File: src/rtl/fe_sym_pkg.sv
package fe_sym_pkg;
  localparam int NIB_W = 4;
  localparam int CG_W  = 5;

  typedef logic [CG_W-1:0] cg_t;

  localparam cg_t CG_IDLE = 5'b11111;
  localparam cg_t CG_J    = 5'b11000;
  localparam cg_t CG_K    = 5'b10001;
  localparam cg_t CG_T    = 5'b01101;
  localparam cg_t CG_R    = 5'b00111;
  localparam cg_t CG_ERR  = 5'b00100;

  localparam logic [1:0] LV_ZERO = 2'b00;
  localparam logic [1:0] LV_POS  = 2'b01;
  localparam logic [1:0] LV_NEG  = 2'b11;

  typedef enum logic [1:0] {FS_IDLE, FS_K, FS_DATA, FS_R} frm_st_e;

  function automatic cg_t enc_4b5b(input logic [NIB_W-1:0] nib);
    cg_t c;
    case (nib)
      4'h0: c = 5'b11110;
      4'h1: c = 5'b01001;
      4'h2: c = 5'b10100;
      4'h3: c = 5'b10101;
      4'h4: c = 5'b01010;
      4'h5: c = 5'b01011;
      4'h6: c = 5'b01110;
      4'h7: c = 5'b01111;
      4'h8: c = 5'b10010;
      4'h9: c = 5'b10011;
      4'hA: c = 5'b10110;
      4'hB: c = 5'b10111;
      4'hC: c = 5'b11010;
      4'hD: c = 5'b11011;
      4'hE: c = 5'b11100;
      default: c = 5'b11101;
    endcase
    return c;
  endfunction
endpackage

File: src/rtl/fe_sym_frame.sv
module fe_sym_frame
  import fe_sym_pkg::*;
(
  input  logic             clk_i,
  input  logic             rst_ni,
  input  logic             clr_i,
  input  logic             smp_i,
  input  logic             load_i,
  input  logic             tx_en_i,
  input  logic             tx_er_i,
  input  logic [NIB_W-1:0] txd_i,
  output cg_t              cg_o
);
  logic             en_q, er_q;
  logic [NIB_W-1:0] d_q;
  frm_st_e          st_q, st_d;
  cg_t              cg_q, cg_d;

  always_ff @(posedge clk_i or negedge rst_ni) begin
    if (!rst_ni) begin
      en_q <= 1'b0;
      er_q <= 1'b0;
      d_q  <= '0;
      st_q <= FS_IDLE;
      cg_q <= CG_IDLE;
    end else if (clr_i) begin
      en_q <= 1'b0;
      er_q <= 1'b0;
      d_q  <= '0;
      st_q <= FS_IDLE;
      cg_q <= CG_IDLE;
    end else begin
      if (smp_i) begin
        en_q <= tx_en_i;
        er_q <= tx_er_i;
        d_q  <= txd_i;
      end
      if (load_i) begin
        st_q <= st_d;
        cg_q <= cg_d;
      end
    end
  end

  // delimiters take precedence over data and error
  always_comb begin
    st_d = st_q;
    cg_d = CG_IDLE;
    case (st_q)
      FS_IDLE: if (en_q) begin
        cg_d = CG_J;
        st_d = FS_K;
      end
      FS_K: begin
        cg_d = CG_K;
        st_d = FS_DATA;
      end
      FS_DATA: begin
        if (!en_q) begin
          cg_d = CG_T;
          st_d = FS_R;
        end else if (er_q) begin
          cg_d = CG_ERR;
        end else begin
          cg_d = enc_4b5b(d_q);
        end
      end
      default: begin
        cg_d = CG_R;
        st_d = FS_IDLE;
      end
    endcase
  end

  assign cg_o = cg_q;
endmodule

File: src/rtl/fe_sym_serial.sv
module fe_sym_serial
  import fe_sym_pkg::*;
(
  input  logic clk_i,
  input  logic rst_ni,
  input  logic clr_i,
  input  logic adv_i,
  input  logic load_i,
  input  cg_t  cg_i,
  output logic bit_o
);
  cg_t sh_q;

  always_ff @(posedge clk_i or negedge rst_ni) begin
    if (!rst_ni)       sh_q <= CG_IDLE;
    else if (clr_i)    sh_q <= CG_IDLE;
    else if (adv_i) begin
      if (load_i) sh_q <= cg_i;
      else        sh_q <= {sh_q[CG_W-2:0], 1'b1};
    end
  end

  assign bit_o = sh_q[CG_W-1];
endmodule

File: src/rtl/fe_sym_scram.sv
module fe_sym_scram #(
  parameter int          LFSR_W = 11,
  parameter int          TAP    = 9,
  parameter logic [10:0] SEED   = 11'h5A3
) (
  input  logic              clk_i,
  input  logic              rst_ni,
  input  logic              clr_i,
  input  logic              adv_i,
  output logic              key_o,
  output logic [LFSR_W-1:0] state_o
);
  localparam logic [LFSR_W-1:0] SEED_W = LFSR_W'(SEED);
  logic [LFSR_W-1:0] lfsr_q;

  assign key_o = lfsr_q[LFSR_W-1] ^ lfsr_q[TAP-1];

  always_ff @(posedge clk_i or negedge rst_ni) begin
    if (!rst_ni)     lfsr_q <= SEED_W;
    else if (clr_i)  lfsr_q <= SEED_W;
    else if (adv_i)  lfsr_q <= {lfsr_q[LFSR_W-2:0], key_o};
  end

  assign state_o = lfsr_q;
endmodule

File: src/rtl/fe_sym_mlt3.sv
module fe_sym_mlt3
  import fe_sym_pkg::*;
(
  input  logic       clk_i,
  input  logic       rst_ni,
  input  logic       clr_i,
  input  logic       adv_i,
  input  logic       bit_i,
  output logic [1:0] st_o,
  output logic [1:0] level_o
);
  logic [1:0] st_q;

  always_ff @(posedge clk_i or negedge rst_ni) begin
    if (!rst_ni)              st_q <= 2'd0;
    else if (clr_i)           st_q <= 2'd0;
    else if (adv_i && bit_i)  st_q <= st_q + 2'd1;
  end

  always_comb begin
    case (st_q)
      2'd1:    level_o = LV_POS;
      2'd3:    level_o = LV_NEG;
      default: level_o = LV_ZERO;
    endcase
  end

  assign st_o = st_q;
endmodule

File: src/rtl/fe_sym_enc.sv
module fe_sym_enc
  import fe_sym_pkg::*;
#(
  parameter logic [10:0] SEED = 11'h5A3,
  parameter int          LAT  = 8
) (
  input  logic             clk_i,
  input  logic             rst_ni,
  input  logic             lock_i,
  input  logic             loopback_i,
  input  logic             tx_en_i,
  input  logic             tx_er_i,
  input  logic [NIB_W-1:0] txd_i,
  output logic             tx_clk_o,
  output logic [1:0]       mlt3_o
);
  localparam int PH_N    = CG_W;
  localparam int PH_W    = $clog2(PH_N);
  localparam int SMP_PH  = PH_N - 1;
  // serializer load phase set so the first bit hits MLT3 LAT edges after sampling
  localparam int LOAD_PH = (SMP_PH + LAT - 1) % PH_N;

  logic [PH_W-1:0] ph_q;
  logic            run_q;
  logic            clr, smp, load;
  cg_t             cg;
  logic            raw_bit, key, line_bit;
  logic [10:0]     lfsr_st;
  logic [1:0]      mst, level;

  assign clr  = !lock_i;
  assign smp  = lock_i && (ph_q == PH_W'(SMP_PH));
  assign load = lock_i && (ph_q == PH_W'(LOAD_PH));

  always_ff @(posedge clk_i or negedge rst_ni) begin
    if (!rst_ni) begin
      ph_q  <= '0;
      run_q <= 1'b0;
    end else begin
      run_q <= lock_i;
      if (!lock_i)                        ph_q <= '0;
      else if (ph_q == PH_W'(PH_N - 1))   ph_q <= '0;
      else                                ph_q <= ph_q + 1'b1;
    end
  end

  assign tx_clk_o = run_q && (ph_q < PH_W'(2));

  fe_sym_frame u_frame (
    .clk_i   (clk_i),
    .rst_ni  (rst_ni),
    .clr_i   (clr),
    .smp_i   (smp),
    .load_i  (load),
    .tx_en_i (tx_en_i),
    .tx_er_i (tx_er_i),
    .txd_i   (txd_i),
    .cg_o    (cg)
  );

  fe_sym_serial u_serial (
    .clk_i  (clk_i),
    .rst_ni (rst_ni),
    .clr_i  (clr),
    .adv_i  (lock_i),
    .load_i (load),
    .cg_i   (cg),
    .bit_o  (raw_bit)
  );

  fe_sym_scram #(.LFSR_W(11), .TAP(9), .SEED(SEED)) u_scram (
    .clk_i   (clk_i),
    .rst_ni  (rst_ni),
    .clr_i   (clr),
    .adv_i   (lock_i),
    .key_o   (key),
    .state_o (lfsr_st)
  );

  assign line_bit = raw_bit ^ key;

  fe_sym_mlt3 u_mlt3 (
    .clk_i   (clk_i),
    .rst_ni  (rst_ni),
    .clr_i   (clr),
    .adv_i   (lock_i),
    .bit_i   (line_bit),
    .st_o    (mst),
    .level_o (level)
  );

  assign mlt3_o = loopback_i ? LV_ZERO : level;
endmodule

File: config.mk
export PLATFORM = sky130hd
export DESIGN_NAME = fe_sym_enc
export DESIGN_NICKNAME = d
export VERILOG_FILES = /design/src/rtl/fe_sym_pkg.sv /design/src/rtl/fe_sym_frame.sv /design/src/rtl/fe_sym_serial.sv /design/src/rtl/fe_sym_scram.sv /design/src/rtl/fe_sym_mlt3.sv /design/src/rtl/fe_sym_enc.sv
export SDC_FILE = /design/constraint.sdc
export NUM_CORES = 1
export LEC_CHECK = 0
export BUFFER_PORTS_ARGS = -buffer_cell sky130_fd_sc_hd__clkbuf_2
export CAP_MARGIN = 25
export CORE_MARGIN = 4
export CORE_UTILIZATION = 50
export DETAILED_ROUTE_END_ITERATION = 10
export GPL_ROUTABILITY_DRIVEN = 1
export GPL_TIMING_DRIVEN = 0
export HOLD_SLACK_MARGIN = 0.08
export PLACE_DENSITY_LB_ADDON = 0.08
export SLEW_MARGIN = 25
export SYNTH_ARGS = -nofsm -noshare
export SYNTH_HDL_FRONTEND = slang
export SYNTH_HIERARCHICAL = 1
export SYNTH_SLANG_ARGS = --single-unit
File: constraint.sdc
create_clock -name clk_i -period 2.3 [get_ports clk_i]
set_input_delay 0.23 -clock clk_i [delete_from_list [all_inputs] [get_ports clk_i]]
set_output_delay 0.23 -clock clk_i [all_outputs]
set_load 0.1 [all_outputs]
==> summary.txt <==
Die
  • Initial Util: 52.4%
  • IO Pins: 13
  • Site row count: 21
  • Die height: 67.6 um
  • Die Area: 0.00457 sq mm
  • Floorplan core area: 0.00339 sq mm
  • Die Width: 67.6 um

Global routing
  • First-pass GRT wire length: 5.29 mm
  • Initial antenna violation count: 0
  • Grt ovf: 0
  • Number of global-route vias before repair: 1213
  • Largest net degree at the start of global routing: 36
  • Tot GR Track Use: 15.6%

Logic synthesis
  • Post-synth cell types: 39
  • Share of the yosys chip area belonging to registers: 50.5%
  • Mapped Cells: 163
  • Mean area per synthesized cell: 10.9 sq um
  • Mapped Area: 0.00178 sq mm
  • Synth top area cells: dfrtp_1 (27%), dfstp_2 (24%), mux2i_1 (12%)
  • Synth Register Bits: 35
  • Synth warn: 6
  • Area leader, netlist: dfrtp_1
  • Mapped Nets: 182
  • Post-synth top area share: 26.8%

Critical path
  • CP peak stage delay: 0.41 ns
  • Critical Path RT: 2.56 ns
  • Critical path arrival: 2.31 ns
  • CP dominant cell by count: nor2_1
  • Largest delay share family, worst path: simple AND/OR/NAND/NOR gates
  • CP Launch Type: register
  • Slowest CP cell: dfrtp_1
  • Worst setup path class: reg -> reg
  • CP Buf/Inv Count: 1
  • Critical path cell sequence: inv_1 > ha_1 > nand2_1 > nor2_1 > nand2b_1 > or3_4 > a211oi_1 > nor2_1
  • RR Startpoint: ph_q[1]
  • Crit path from: ph_q[1]
  • Crit end category: register
  • Crit-path max FO: 6

Layout
  • Fill cells: 298
  • Sequential Area: 896 sq um
  • Nets: 202
  • Layout Utilization: 57.7%
  • Post-Layout Cell Count: 230
  • Layout area overhead: 10.2%
  • Ant. Diodes: 0
  • Fraction of layout cells with a size suffix above 1: 23.9%
  • Area of the multi-input gates: 812 sq um
  • Design Area, Final: 0.00196 sq mm

Timing
  • FMAX: 488 MHz
  • Setup-violating endpoint count in the final report: 0
  • Clock Skew: 0.00630 ns
  • Final setup TNS: 0 ns
  • Worst-margin pin slew: 0.821 ns
  • Slew margin rel.: 45.3%
  • Final critical-path share of the clock period: 89.1%
  • Hold Violations, Final: 0
  • Tmin final: 2.05 ns
  • Unrepaired setup endpoints after global routing: false
  • Pins Over Slew Limit: 0

Min path
  • HP Start: tx_er_i
  • Hold Path Class: in -> reg

Power and ir drop
  • Overall Power: 1.14 mW
  • VDD IR max: 0.451 mV
  • Power per cell area: 584 mW/mm^2
  • Leak pwr: 0.873 nW

Clock network
  • Setup bufs post-CTS: 0
  • CTS sink cnt: 35
  • # hold bufs at CTS: 1
  • CTS root buf: clkbuf_4
  • Worst-Skew Late Latency: 0.33 ns
  • Htree depth: 2
  • CTS resizes: 0
  • CTS tree: built
  • Clock buffer depth: 2
  • Cts bufs inserted: 5
  • Clk pin slew, worst setup/hold paths: 0.10 ns

Placed design
  • Post-DP Area: 0.00190 sq mm
  • GP Congestion: 0.724
  • # port buffers: 12
  • Hpwl dp: 2.11 mm
  • Placed Cells: 221

Detailed routing
  • Iteration-0 DRC Markers: 34
  • Via/cell ratio: 5.28
  • Post-route DRC: 0
  • Detailed Routing Iterations Pass 1: 4
  • Routed Antenna Nets: 0
  • Via count: 1215
  • Final wirelength: 2.92 mm
  • Post-DR wirelength/cell: 12.7 um

Flow run
  • Max Cap Violations: 0

Run status
  • Outcome: complete, no violations
-- worst paths after layout --
kind / end / slack (ns) / depth (start not counted)
setup / recovery: u_frame/cg_o[0] / 0.25 / 8
hold / removal: u_frame/er_q / 0.14 / 3
setup reg to reg: u_frame/cg_o[0] / 0.25 / 8
hold reg to reg: u_scram/state_o[7] / 0.51 / 2
max in group asynchronous: u_frame/d_q[1] / 1.26 / 2
min in group asynchronous: ph_q[2] / 0.52 / 2
-- logic make-up (layout without fill, tap and decap cells) --
group / count (synthesis) / count (layout) / share of synthesized area [%]
flops: 35 / 35 / 50.5
mux: 22 / 22 / 12.5
compound gates: 25 / 25 / 9.44
xor+xnor: 4 / 4 / 1.97
buf+inv: 16 / 37 / 4.09
simple gates: 52 / 52 / 15.2
fa+ha+maj: 9 / 9 / 6.34
-- worst register-to-register path, stage by stage, from the launching register on --
cell and delay [ns]:
dfrtp_1 0.41, inv_1 0.10, ha_1 0.15, nand2_1 0.05, nor2_1 0.41, nand2b_1 0.16
or3_4 0.37, a211oi_1 0.25, nor2_1 0.08
-- per-stage QoR --
step / hold WS (ns) / setup slack, ns
after global routing: 0.120 / 0.0687
final: 0.143 / 0.251
after detailed placement: 0.369 / 0.258
after global placement: 0.364 / 0.294
after CTS: 0.128 / 0.234
after floorplan: -0.0656 / 0.0924
-- Yosys cell counts, drive strengths merged --
cell,n
o32a,1
xnor2,2
and3,2
a211o,1
and3b,1
nand2,8
nor2,20
a311oi,1
nand2b,2
o31a,1
and2,1
a221oi,1
a211oi,2
mux2i,21
or3b,1
buf,2
inv,11
or3,2
and2b,1
clkbuf,3
nor3,6
xor2,2
nor3b,1
dfstp,16
o21ai,4
or2,1
nor2b,6
o21bai,2
o311ai,1
a21oi,10
dfrtp,19
ha,9
o21ba,1
mux2,1
-- per-layer routing --
layer / global-route usage, % / vias to the layer above / wire (um)
li1: - / 599 / -
met1: 18.5 / 594 / 1400
met2: 25.6 / 16 / 1370
met3: 5.66 / 6 / 102
met4: 6.08 / 0 / 42
met5: 0 / - / 0
-- cell type report --
type / count / area share [%]
clock buffers: 8 / 2.49
well taps: 46 / 2.94
repair buffers: 13 / 3.58
plain buffers: 5 / 1.60
multi-input cells: 112 / 41.5
inverters: 11 / 2.11
flip-flops and latches: 35 / 45.8
-- report_power, final --
group | internal (mW) | switching [mW] | leakage (nW)
logic | 0.0586 | 0.103 | 0.423
clock network | 0.122 | 0.190 | 0.0265
registers | 0.651 | 0.0193 | 0.423
total | 0.831 | 0.313 | 0.873
-- state kept, by name, summed over array words and instances (netlist names) --
signal / flops
u_scram/state_o: 11
u_frame/cg_o: 5
u_serial/sh_q: 5
u_frame/d_q: 4
ph_q: 3
u_frame/st_q: 2
u_mlt3/st_o: 2
run_q: 1
u_frame/en_q: 1
u_frame/er_q: 1
-- cells in the final DEF (no fill, tap or decap), types with 2 or more instances in the layout --
master and instances:
clkbuf_2 13, clkbuf_1 5, nor3_1 6, o21ai_0 4, ha_1 9, xor2_1 2
dfstp_2 16, xnor2_1 2, and3_1 2, a211oi_1 2, clkbuf_4 5, nor2_1 20
nand2_1 8, inv_1 11, dfrtp_1 19, nor2b_1 5, mux2i_1 21, nand2b_1 2
a21oi_1 10
No activity file was read; power rests on OpenSTA's default activity.
